==> src/rtl/evhub_pkg.sv <==
package evhub_pkg;
    localparam int NFLAG = 3;

    typedef logic [NFLAG-1:0] fvec_t;

    typedef enum logic {
        SRC_CAPTURE = 1'b0,
        SRC_ENCODER = 1'b1
    } src_e;

    typedef struct packed {
        logic dir;
        logic pos;
        logic vel;
    } enc_evt_t;

    // Encoder strobe to flag position: velocity->0, position->1, direction->2
    function automatic fvec_t enc_to_vec(enc_evt_t e);
        fvec_t v;
        v[0] = e.vel;
        v[1] = e.pos;
        v[2] = e.dir;
        return v;
    endfunction
endpackage

==> src/rtl/evhub_select.sv <==
module evhub_select
    import evhub_pkg::*;
(
    input  src_e     mode,
    input  logic     sleep,
    input  fvec_t    cap_evt,
    input  fvec_t    cap_cfg,
    input  enc_evt_t enc,
    output fvec_t    set_vec
);
    fvec_t cap_set;
    fvec_t enc_set;

    always_comb begin
        cap_set = cap_evt & cap_cfg;
        enc_set = sleep ? '0 : enc_to_vec(enc);
        unique case (mode)
            SRC_CAPTURE: set_vec = cap_set;
            SRC_ENCODER: set_vec = enc_set;
            default:     set_vec = '0;
        endcase
    end
endmodule

==> src/rtl/evhub_flagbank.sv <==
module evhub_flagbank
    import evhub_pkg::*;
(
    input  logic  clk,
    input  logic  rst,
    input  fvec_t set_vec,
    input  fvec_t clr_vec,
    output fvec_t q
);
    for (genvar i = 0; i < NFLAG; i++) begin : g_bit
        always_ff @(posedge clk) begin
            if (rst)
                q[i] <= 1'b0;
            else if (set_vec[i])
                q[i] <= 1'b1;
            else if (clr_vec[i])
                q[i] <= 1'b0;
        end

        assert_set_wins_R8: assert property (@(posedge clk) disable iff (rst)
            set_vec[i] |=> q[i]);
        assert_clear_R8: assert property (@(posedge clk) disable iff (rst)
            (!set_vec[i] && clr_vec[i]) |=> !q[i]);
        assert_sticky_R8: assert property (@(posedge clk) disable iff (rst)
            (!set_vec[i] && !clr_vec[i]) |=> (q[i] == $past(q[i])));
    end
endmodule

==> src/rtl/evhub_irq_flags.sv <==
module evhub_irq_flags
    import evhub_pkg::*;
(
    input  logic       clk,
    input  logic       rst,
    input  logic       mode_enc,
    input  logic       sleep,
    input  logic [2:0] cap_evt,
    input  logic [2:0] cap_cfg,
    input  logic       enc_vel,
    input  logic       enc_pos,
    input  logic       enc_dir,
    input  logic [2:0] irq_en,
    input  logic [2:0] clr_flag,
    output logic [2:0] flags,
    output logic       irq,
    output logic       wake
);
    src_e     mode;
    enc_evt_t enc;
    fvec_t    set_vec;
    fvec_t    q;

    assign mode = src_e'(mode_enc);
    assign enc  = '{dir: enc_dir, pos: enc_pos, vel: enc_vel};

    evhub_select u_sel (
        .mode    (mode),
        .sleep   (sleep),
        .cap_evt (cap_evt),
        .cap_cfg (cap_cfg),
        .enc     (enc),
        .set_vec (set_vec)
    );

    evhub_flagbank u_bank (
        .clk     (clk),
        .rst     (rst),
        .set_vec (set_vec),
        .clr_vec (clr_flag),
        .q       (q)
    );

    assign flags = q;
    assign irq   = |(q & irq_en);
    assign wake  = sleep & irq;

    assert_enc_halt_R6: assert property (@(posedge clk) disable iff (rst)
        (sleep && mode_enc) |=> ((flags | $past(flags)) == $past(flags)));
    assert_sleep_capture_R7: assert property (@(posedge clk) disable iff (rst)
        (sleep && !mode_enc && cap_evt[1] && cap_cfg[1]) |=> flags[1]);
    assert_enc_map_R4: assert property (@(posedge clk) disable iff (rst)
        (mode_enc && !sleep && enc_dir) |=> flags[2]);
    assert_cross_ignore_R5: assert property (@(posedge clk) disable iff (rst)
        (mode_enc && clr_flag == 3'b000 && !enc_vel && !enc_pos && !enc_dir)
        |=> (flags == $past(flags)));
endmodule

==> config.mk <==
export PLATFORM = sky130hd
export DESIGN_NAME = evhub_irq_flags
export DESIGN_NICKNAME = d
export VERILOG_FILES = /design/src/rtl/evhub_pkg.sv /design/src/rtl/evhub_select.sv /design/src/rtl/evhub_flagbank.sv /design/src/rtl/evhub_irq_flags.sv
export SDC_FILE = /design/constraint.sdc
export NUM_CORES = 1
export LEC_CHECK = 0
export BUFFER_PORTS_ARGS = -buffer_cell sky130_fd_sc_hd__buf_2
export CAP_MARGIN = 25
export CORE_AREA = 2 2 39 41
export DETAILED_ROUTE_END_ITERATION = 10
export DIE_AREA = 0 0 41 43
export PLACE_DENSITY_LB_ADDON = 0.08
export SYNTH_ARGS = -nofsm -noshare
export SYNTH_HDL_FRONTEND = slang
export SYNTH_SLANG_ARGS = --single-unit
==> constraint.sdc <==
create_clock -name clk -period 0.8 [get_ports clk]
set_input_delay 0.12 -clock clk [delete_from_list [all_inputs] [get_ports clk]]
set_output_delay 0.12 -clock clk [all_outputs]
set_load 0.005 [all_outputs]
==> results of run 1 <==
-- worst max-delay path, delay by kind of cell (launching register included) --
kind,cells,cell delay (ps)
AO/OA/AOI/OAI,1,390
flip-flops,1,310
AND/OR/NAND/NOR,1,80
buffers and inverters,1,130
-- synth_stat cells --
| cell | count | area share |
|---|---|---|
| a222oi_1 | 1 | 0.051 |
| and4bb_1 | 6 | 0.38 |
| dfxtp_1 | 3 | 0.31 |
| inv_1 | 1 | 0.019 |
| nor2b_1 | 1 | 0.032 |
| nor3b_1 | 3 | 0.11 |
| or3_1 | 3 | 0.096 |
-- routing by layer --
metal	vias to the layer above	track usage	routed length (µm)
met1	113	0.1022	289
met5	-	0	0
met2	19	0.1375	302
met4	0	0.06000	0
li1	139	-	-
met3	0	0.04712	91
-- kinds of logic after synthesis --
group	after synthesis	synth area share
buffers and inverters	1	0.01909
flip-flops	3	0.3057
AO/OA/AOI/OAI	1	0.05096
AND/OR/NAND/NOR	13	0.6242
-- layout make-up --
type | instances | share of cell area
well taps | 16 | 0.04893
repair buffers | 28 | 0.3976
multi-input cells | 14 | 0.3242
flip-flops and latches | 3 | 0.1560
inverters | 1 | 0.009174
clock buffers | 4 | 0.06422
-- how the worst max path moves through the flow --
stage / endpoint / slack [ps] / from / depth (start not counted)
floorplan: wake / -60 / u_bank.q[0]$_SDFFE_PP0P_ / 2
global placement: wake / -210 / u_bank.q[0]$_SDFFE_PP0P_ / 3
detailed placement: wake / -240 / u_bank.q[1]$_SDFFE_PP0P_ / 3
CTS: wake / -490 / u_bank.q[0]$_SDFFE_PP0P_ / 3
global route: wake / -550 / u_bank.q[0]$_SDFFE_PP0P_ / 3
finish: wake / -460 / u_bank.q[0]$_SDFFE_PP0P_ / 3
-- power groups by stage --
stage | clock [µW] | combinational (µW) | sequential, µW
6_report | 263 | 135 | 171
5_1_grt | 301 | 151 | 172
4_1_cts | 277 | 129 | 170
3_5_place_dp | 0 | 124 | 172
3_3_place_gp | 0 | 122 | 171
2_1_floorplan | 0 | 34.4 | 173
-- through the flow --
stage	hold slack (ps)	instances	instance area, µm²	TNS (ps)	util
after floorplan	356.9	18	200.2	-229.1	-
after global placement	494.8	61	365.4	-943.1	0.2640
after detailed placement	485.0	61	365.4	-1000	0.2640
after CTS	241.8	65	397.9	-1382	0.2875
after global routing	258.9	66	409.1	-1926	0.2957
final	243.2	66	409.1	-1547	0.2957
-- timing repair --
item	in CTS	in global routing
gates resized for setup	1	1
pin swaps	1	1
buffers inserted	0	1
endpoints found under the setup margin	7	8
==> impl_metrics.tcl, run 1 <==
set metrics [dict create \
    synth.yosys.seq_area_share 0.3057 \
    hp-start "cap_cfg[0]" \
    rows 14 \
    crit_slowest_cell "a222oi_1" \
    yosys_warnings 0 \
    rsz0062_at_grt "yes" \
    layout_commonest_cell "buf_2" \
    crit_chain "a222oi_1 -> nor2b_1 -> buf_2" \
    cts_buffers 3 \
    dpl_worst_slack_ps -239.8 \
    synth_area_um2 196.4 \
    worst_pin_slew_ps 375.2 \
    fin_skew_ps 0 \
    pwr-share-seq 0.301 \
    dieArea_um2 1763 \
    endpoint_kind "primary output" \
    ff2ff_path_depth 4 \
    p_comb_frac 0.237 \
    switching_share 0.2240 \
    layout-drive-gt1-share 0.6800 \
    largest_register_ffs 3 \
    power.density_nw_per_um2 1390 \
    final_cell_mix "buf_2, and4bb_1, buf_4" \
    r2r_end "u_bank.q[0]$_SDFFE_PP0P_" \
    port_buffers 23 \
    grt_antenna_before_repair 0 \
    grt_usage 0.09419 \
    grt_pass1_wl_um 1076 \
    rrSetupSlack_ps -320 \
    cts_tree "done" \
    largest-register "u_bank.q" \
    drc 0 \
    wl_um 683 \
    worstSetupStartpointType "flip-flop" \
    synth-seq-cells 3 \
    fin_crit_ps 1257 \
    core_area_um2 1384 \
    intPower_uw 441.3 \
    clockBufferDepth 2 \
    worstPathArrival_ps 1140 \
    worstPathRequired_ps 680 \
    hold_violations 0 \
    status "finished with violations" \
    multiInputGateArea_um2 132.6 \
    clk_pin_slew_ps 40 \
    violations "negative setup slack" \
    diodes 0 \
    ant_nets 0 \
    layout.nets 70 \
    max_freq_mhz 795.3 \
    p_leak_uw 0.0002361 \
    viasPerCell 4.106 \
    grt_pass1_vias 283 \
    dieHeight_um 43 \
    io_pins 24 \
    period_share 1.572 \
    largestRegisters "u_bank.q x3" \
    clkLatencyLatePin_ps 230 \
    finalPower_uw 568.7 \
    wl_per_cell_um 10.35 \
    ir_worst_vdd_mv 0.3488 \
    whs_endpoint "u_bank.q[0]$_SDFFE_PP0P_" \
    slowest_delay_ps 390 \
    avgSynthCellArea_um2 10.91 \
    hold_buffers 0 \
    initial_core_util 0.1420 \
    switchingPower_uw 127.4 \
    die_w_um 41 \
    grt_max_degree 9 \
    synth.distinct_cells 7 \
    areaGrowthSynthToFinish_pct 108.3 \
    fillers 161 \
    worstPathMaxFanout 2 \
    setup_viol 6 \
    hp-class "input port to flip-flop" \
    place.gp.congestion 0.6056 \
    cts_max_level 1 \
    dr.pass1.iters 4 \
    drt_iter0_drc 9 \
    gr-total-overflow 0 \
    slew_violations 0 \
    final.setup.worst_slack_ps -457.4 \
    synth_nets 37 \
    register_area_um2 63.81 \
    hold_depth 3 \
    r2r_start "u_bank.q[0]$_SDFFE_PP0P_" \
    dp_hpwl_um 544.9 \
    synth_cells 18 \
    slew_headroom 0.7499 \
    clock-sinks 3 \
    vias 271 \
    setup.worst_path.class "flip-flop to primary output" \
    cap_violations 0 \
    power.share.clock 0.462 \
    cts-root-buf "clkbuf_4" \
]
(Power assumes the default switching activity.)
==> inputs of run 2 (changes only) <==
CTS_BUF_LIST = sky130_fd_sc_hd__clkbuf_4 sky130_fd_sc_hd__clkbuf_8   (was default)
==> run 2 against run 1 <==
The flow still finishes with violations (negative setup slack). Via count stayed put. Cell area rose by 0.92%. Sequential power about the same. Clock power rose by 14%. Critical path depth unchanged. Total power grew 6.3%. Register-to-register slack about the same. Worst setup slack worse by 1.5 ps. Non-clock buffer count unchanged. Critical path type unchanged. Largest cell class unchanged. Highest routed layer unchanged.
==> impl_metrics.tcl, run 2 (same netlist as run 1, synthesis figures left out) <==
set metrics [dict create \
    wl_per_cell_um 10.39 \
    dr.pass1.iters 4 \
    p_leak_uw 0.0002395 \
    place.gp.congestion 0.6056 \
    port_buffers 23 \
    clk_pin_slew_ps 40 \
    clock-sinks 3 \
    fin_skew_ps 0 \
    layout-drive-gt1-share 0.7000 \
    ir_worst_vdd_mv 0.3510 \
    grt_usage 0.09719 \
    wl_um 686 \
    diodes 0 \
    final_cell_mix "buf_2, and4bb_1, clkbuf_4, buf_4" \
    stdcell_count 66 \
    cts-root-buf "clkbuf_4" \
    power.density_nw_per_um2 1464 \
    pwr-share-seq 0.283 \
    hold_violations 0 \
    drt_iter0_drc 9 \
    grt_max_degree 9 \
    grt_pass1_wl_um 1083 \
    dieHeight_um 43 \
    dpl_worst_slack_ps -239.8 \
    final.setup.worst_slack_ps -458.9 \
    path_buf_inv 1 \
    worstPathArrival_ps 1140 \
    worstSetupStartpointType "flip-flop" \
    slew_violations 0 \
    initial_core_util 0.1420 \
    critPathTopFamily "compound AO/OA/AOI/OAI gates" \
    hp-start "cap_cfg[0]" \
    power.share.clock 0.494 \
    switching_share 0.2137 \
    largest-register "u_bank.q" \
    grt_antenna_before_repair 0 \
    cap_violations 0 \
    largest_register_ffs 3 \
    slew_headroom 0.7499 \
    layout_commonest_cell "buf_2" \
    max_freq_mhz 794.3 \
    switchingPower_uw 129.1 \
    crit_slowest_cell "a222oi_1" \
    endpoint_kind "primary output" \
    rsz0062_at_grt "yes" \
    slowest_delay_ps 390 \
    io_pins 24 \
    worstPathRequired_ps 680 \
    hold_buffers 0 \
    cp-startpoint "u_bank.q[0]$_SDFFE_PP0P_" \
    period_share 1.574 \
    worstPathMaxFanout 2 \
    hp-class "input port to flip-flop" \
    areaGrowthSynthToFinish_pct 110.2 \
    ant_nets 0 \
    cts_max_level 1 \
    vias 271 \
    p_comb_frac 0.223 \
    rows 14 \
    clkLatencyLatePin_ps 230 \
    clockBufferDepth 2 \
    grt_pass1_vias 282 \
    largestRegisters "u_bank.q x3" \
    place_inst 61 \
    dp_hpwl_um 544.9 \
    cts_buffers 3 \
    die_w_um 41 \
    intPower_uw 475.2 \
    dieArea_um2 1763 \
    crit_chain "a222oi_1 -> nor2b_1 -> buf_2" \
    cts_tree "done" \
    setup_viol 6 \
    drc 0 \
    core_area_um2 1384 \
    gr-total-overflow 0 \
    viasPerCell 4.106 \
    layout.nets 70 \
    fin_crit_ps 1259 \
    status "finished with violations" \
    violations "negative setup slack" \
    worst_pin_slew_ps 375.2 \
    setup.worst_path.class "flip-flop to primary output" \
    r2r_start "u_bank.q[0]$_SDFFE_PP0P_" \
]
## run 2: cell types whose count changed in the layout (fill, tap and decap cells not counted)
cell,delta
clkbuf_1,-1
clkbuf_4,+1
## run 2: final cells by class
type	count	area (µm²)
clock buffers	4	30.03
fillers	162	970.9
inverters	1	3.754
multi-input cells	14	132.6
flip-flops and latches	3	63.81
well taps	16	20.02
repair buffers	28	162.7
## run 2: routing by layer
metal | share of wire | GRT usage | wire length [µm] | up-vias
li1 | - | - | - | 139
met5 | 0 | 0 | 0 | -
met2 | 0.44 | 0.1375 | 305 | 19
met1 | 0.42 | 0.1022 | 289 | 113
met4 | 0 | 0.08000 | 0 | 0
met3 | 0.13 | 0.04712 | 91 | 0
## run 2: worst min-delay path, cell delays in order
cell      delay [ps]
buf_2             70
and4bb_1         160
or3_1             90
## run 2: power by group through the flow
stage / Sequential, µW / Combinational, µW / Clock, µW
2_1_floorplan: 173 / 34.4 / 0
3_3_place_gp: 171 / 122 / 0
3_5_place_dp: 172 / 124 / 0
4_1_cts: 170 / 129 / 314
5_1_grt: 172 / 151 / 338
6_report: 171 / 135 / 299
## run 2: final timing paths
check | depth (start not counted) | slack (ps) | endpoint
min | 3 | 240 | u_bank.q[0]$_SDFFE_PP0P_
max | 3 | -460 | wake
min reg2reg | 2 | 640 | u_bank.q[1]$_SDFFE_PP0P_
max reg2reg | 4 | -320 | u_bank.q[0]$_SDFFE_PP0P_
## run 2: what timing repair did
item                       in CTS  in global routing
setup endpoints to repair       7                  8
resized for setup               1                  1
pin swaps                       1                  1
buffers inserted                0                  1
## run 2: metrics by stage
stage / utilization / hold WS, ps / power, µW / area, µm² / setup TNS [ps]
global route: 0.2984 / 256.1 / 661.0 / 412.9 / -1940
global placement: 0.2640 / 494.8 / 293.5 / 365.4 / -943.1
finish: 0.2984 / 241.8 / 604.3 / 412.9 / -1552
CTS: 0.2902 / 239.8 / 612.4 / 401.6 / -1390
floorplan: - / 356.9 / 207.4 / 200.2 / -229.1
detailed placement: 0.2640 / 485.0 / 296.2 / 365.4 / -1000
==> inputs of run 3 (changes only) <==
ABC_AREA = 1   (was default)
SETUP_SLACK_MARGIN = 0.2   (was default)
clock period = 1.57 ns   (was 0.8 ns; I/O delays follow)
==> run 3 against run 2 <==
The flow now finishes without violations. Wire length fell by 9.9%. Largest power group unchanged. Via count rose by 2.2%. Critical path depth rose by 2. Register-to-register slack improved by 1200 ps. Clock power fell by 51%. Total power fell by 52%.
==> impl_metrics.tcl, run 3 <==
set metrics [dict create \
    initial_core_util 0.1338 \
    drc 0 \
    synth_ff_type "dfxtp_1" \
    synth_area_um2 185.2 \
    diodes 0 \
    synth-edff-count 0 \
    ir_worst_vdd_mv 0.3232 \
    core_area_um2 1384 \
    gr-total-overflow 0 \
    setup.worst_path.class "flip-flop to primary output" \
    hp-class "input port to flip-flop" \
    clockBufferDepth 2 \
    yosys_warnings 0 \
    rrSetupSlack_ps 900 \
    wl_per_cell_um 8.132 \
    final.setup.worst_slack_ps 427.2 \
    status "finished, final reports clean" \
    rows 14 \
    endpoint_kind "primary output" \
    cts_buffers 3 \
    layout.nets 80 \
    viasPerCell 3.645 \
    dr.pass1.iters 3 \
    die_w_um 41 \
    path_buf_inv 2 \
    power.density_nw_per_um2 820.0 \
    vias 277 \
    hold_buffers 0 \
    slew_violations 0 \
    hold_violations 0 \
    yosys-top-cells-area "dfxtp_1, nand3_1, nand2_1, inv_1, inv_2" \
    largest_register_ffs 3 \
    critPathTopFamily "flip-flops" \
    grt_antenna_before_repair 0 \
    crit_chain "nand2_1 -> nand3_1 -> nand2_1 -> inv_1 -> buf_2" \
    synth_nets 52 \
    layout_commonest_cell "buf_2" \
    place.gp.congestion 0.5413 \
    slew_headroom 0.9307 \
    dp_hpwl_um 562.7 \
    crit_slowest_cell "dfxtp_1" \
    drt_iter0_drc 4 \
    dieArea_um2 1763 \
    yosys.area.top_type "dfxtp_1" \
    clock-sinks 3 \
    rsz0062_at_grt "no" \
    synth.yosys.seq_area_share 0.3243 \
    clkLatencyLatePin_ps 230 \
    wl_um 618 \
    cts_post_setup_buffers_inserted 0 \
    grt_max_degree 5 \
    cpMostUsedCell "nand2_1" \
    worst_pin_slew_ps 103.8 \
    synth-seq-cells 3 \
    utilization 0.2532 \
    avgSynthCellArea_um2 5.611 \
    port_buffers 23 \
    ant_nets 0 \
    grt_pass1_wl_um 876 \
    period_share 0.7279 \
    p_leak_uw 0.0002434 \
    grt_pass1_vias 228 \
    fin_crit_ps 1143 \
    cap_violations 0 \
    synth_async_sr_flop_share 0 \
    cts_tree "done" \
    layout-drive-gt1-share 0.4667 \
    ctsResizeCount 0 \
    fin_area_um2 350.3 \
    worstPathRequired_ps 1330 \
    io_pins 24 \
    areaGrowthSynthToFinish_pct 89.19 \
    slowest_delay_ps 340 \
    max_freq_mhz 875.0 \
    synth.distinct_cells 5 \
    largestRegisters "u_bank.q x3" \
    largest-register "u_bank.q" \
    dpl_worst_slack_ps 636.9 \
    cts_max_level 1 \
    setup_viol 0 \
    final_cell_mix "buf_2, nand2_1, nand3_1, inv_1, clkbuf_4" \
    fin_skew_ps 0 \
    synth_top_cells_by_count "nand2_1, nand3_1, inv_1" \
    placed_area_um2 320.3 \
    grt_usage 0.07823 \
    worstPathMaxFanout 3 \
    worstPathArrival_ps 910 \
    synth_cells 33 \
    finalPower_uw 287.3 \
    dieHeight_um 43 \
    tns_ps 0 \
    cts-root-buf "clkbuf_4" \
    clk_pin_slew_ps 30 \
    worstSetupStartpointType "flip-flop" \
    synth_top_area_share 0.3243 \
]
[run 3: changes by cell type after synthesis, sizes merged]
| cell | previous run | this run |
|---|---|---|
| a222oi | 1 | 0 |
| and4bb | 6 | 0 |
| inv | 1 | 10 |
| nand2 | 0 | 10 |
| nand3 | 0 | 10 |
| nor2b | 1 | 0 |
| nor3b | 3 | 0 |
| or3 | 3 | 0 |
[run 3: power by group]
part	switching (µW)	internal, µW	total, µW	leakage, µW
clock	35.3	112	147	0.0000184
sequential	3.44	81.7	85.1	0.0000247
combinational	24.6	30.1	54.7	0.000200
[run 3: cell type report]
class | instances | area [µm²]
Fill cell | 171 | 1033
Inverter | 10 | 37.54
Clock buffer | 4 | 30.03
Multi-Input combinational cell | 20 | 87.58
Timing Repair Buffer | 23 | 115.1
Sequential cell | 3 | 60.06
Tap cell | 16 | 20.02
[run 3: routing by layer]
layer / up-vias / global-route usage / part of all wire
met4: 0 / 0.06000 / 0
met5: - / 0 / 0
met2: 12 / 0.1000 / 0.48
met1: 111 / 0.08974 / 0.42
li1: 154 / - / -
met3: 0 / 0.04712 / 0.10
[run 3: logic make-up after synthesis]
family | after synthesis | synth area share
and+or+nand+nor | 20 | 0.4730
buffers and inverters | 10 | 0.2027
DFF | 3 | 0.3243
[run 3: stage by stage]
stage | instances | hold WS (ps)
final | 76 | 264.0
after global placement | 72 | 502.6
after global routing | 76 | 268.5
after floorplan | 33 | 400.4
after CTS | 76 | 257.5
after detailed placement | 72 | 502.9
[run 3: worst paths after layout]
path / from / end / cells after the start
setup / recovery: u_bank.q[1]$_SDFFE_PP0P_ / wake / 5
hold / removal: rst / u_bank.q[2]$_SDFFE_PP0P_ / 4
setup reg to reg: u_bank.q[1]$_SDFFE_PP0P_ / u_bank.q[1]$_SDFFE_PP0P_ / 4
hold reg to reg: u_bank.q[2]$_SDFFE_PP0P_ / u_bank.q[2]$_SDFFE_PP0P_ / 4
[run 3: worst register-to-register path, delay by kind of cell (launching register included)]
family / cells / cell delay (ps)
AND/OR/NAND/NOR: 3 / 220
buffers and inverters: 1 / 30
flip-flops: 1 / 310
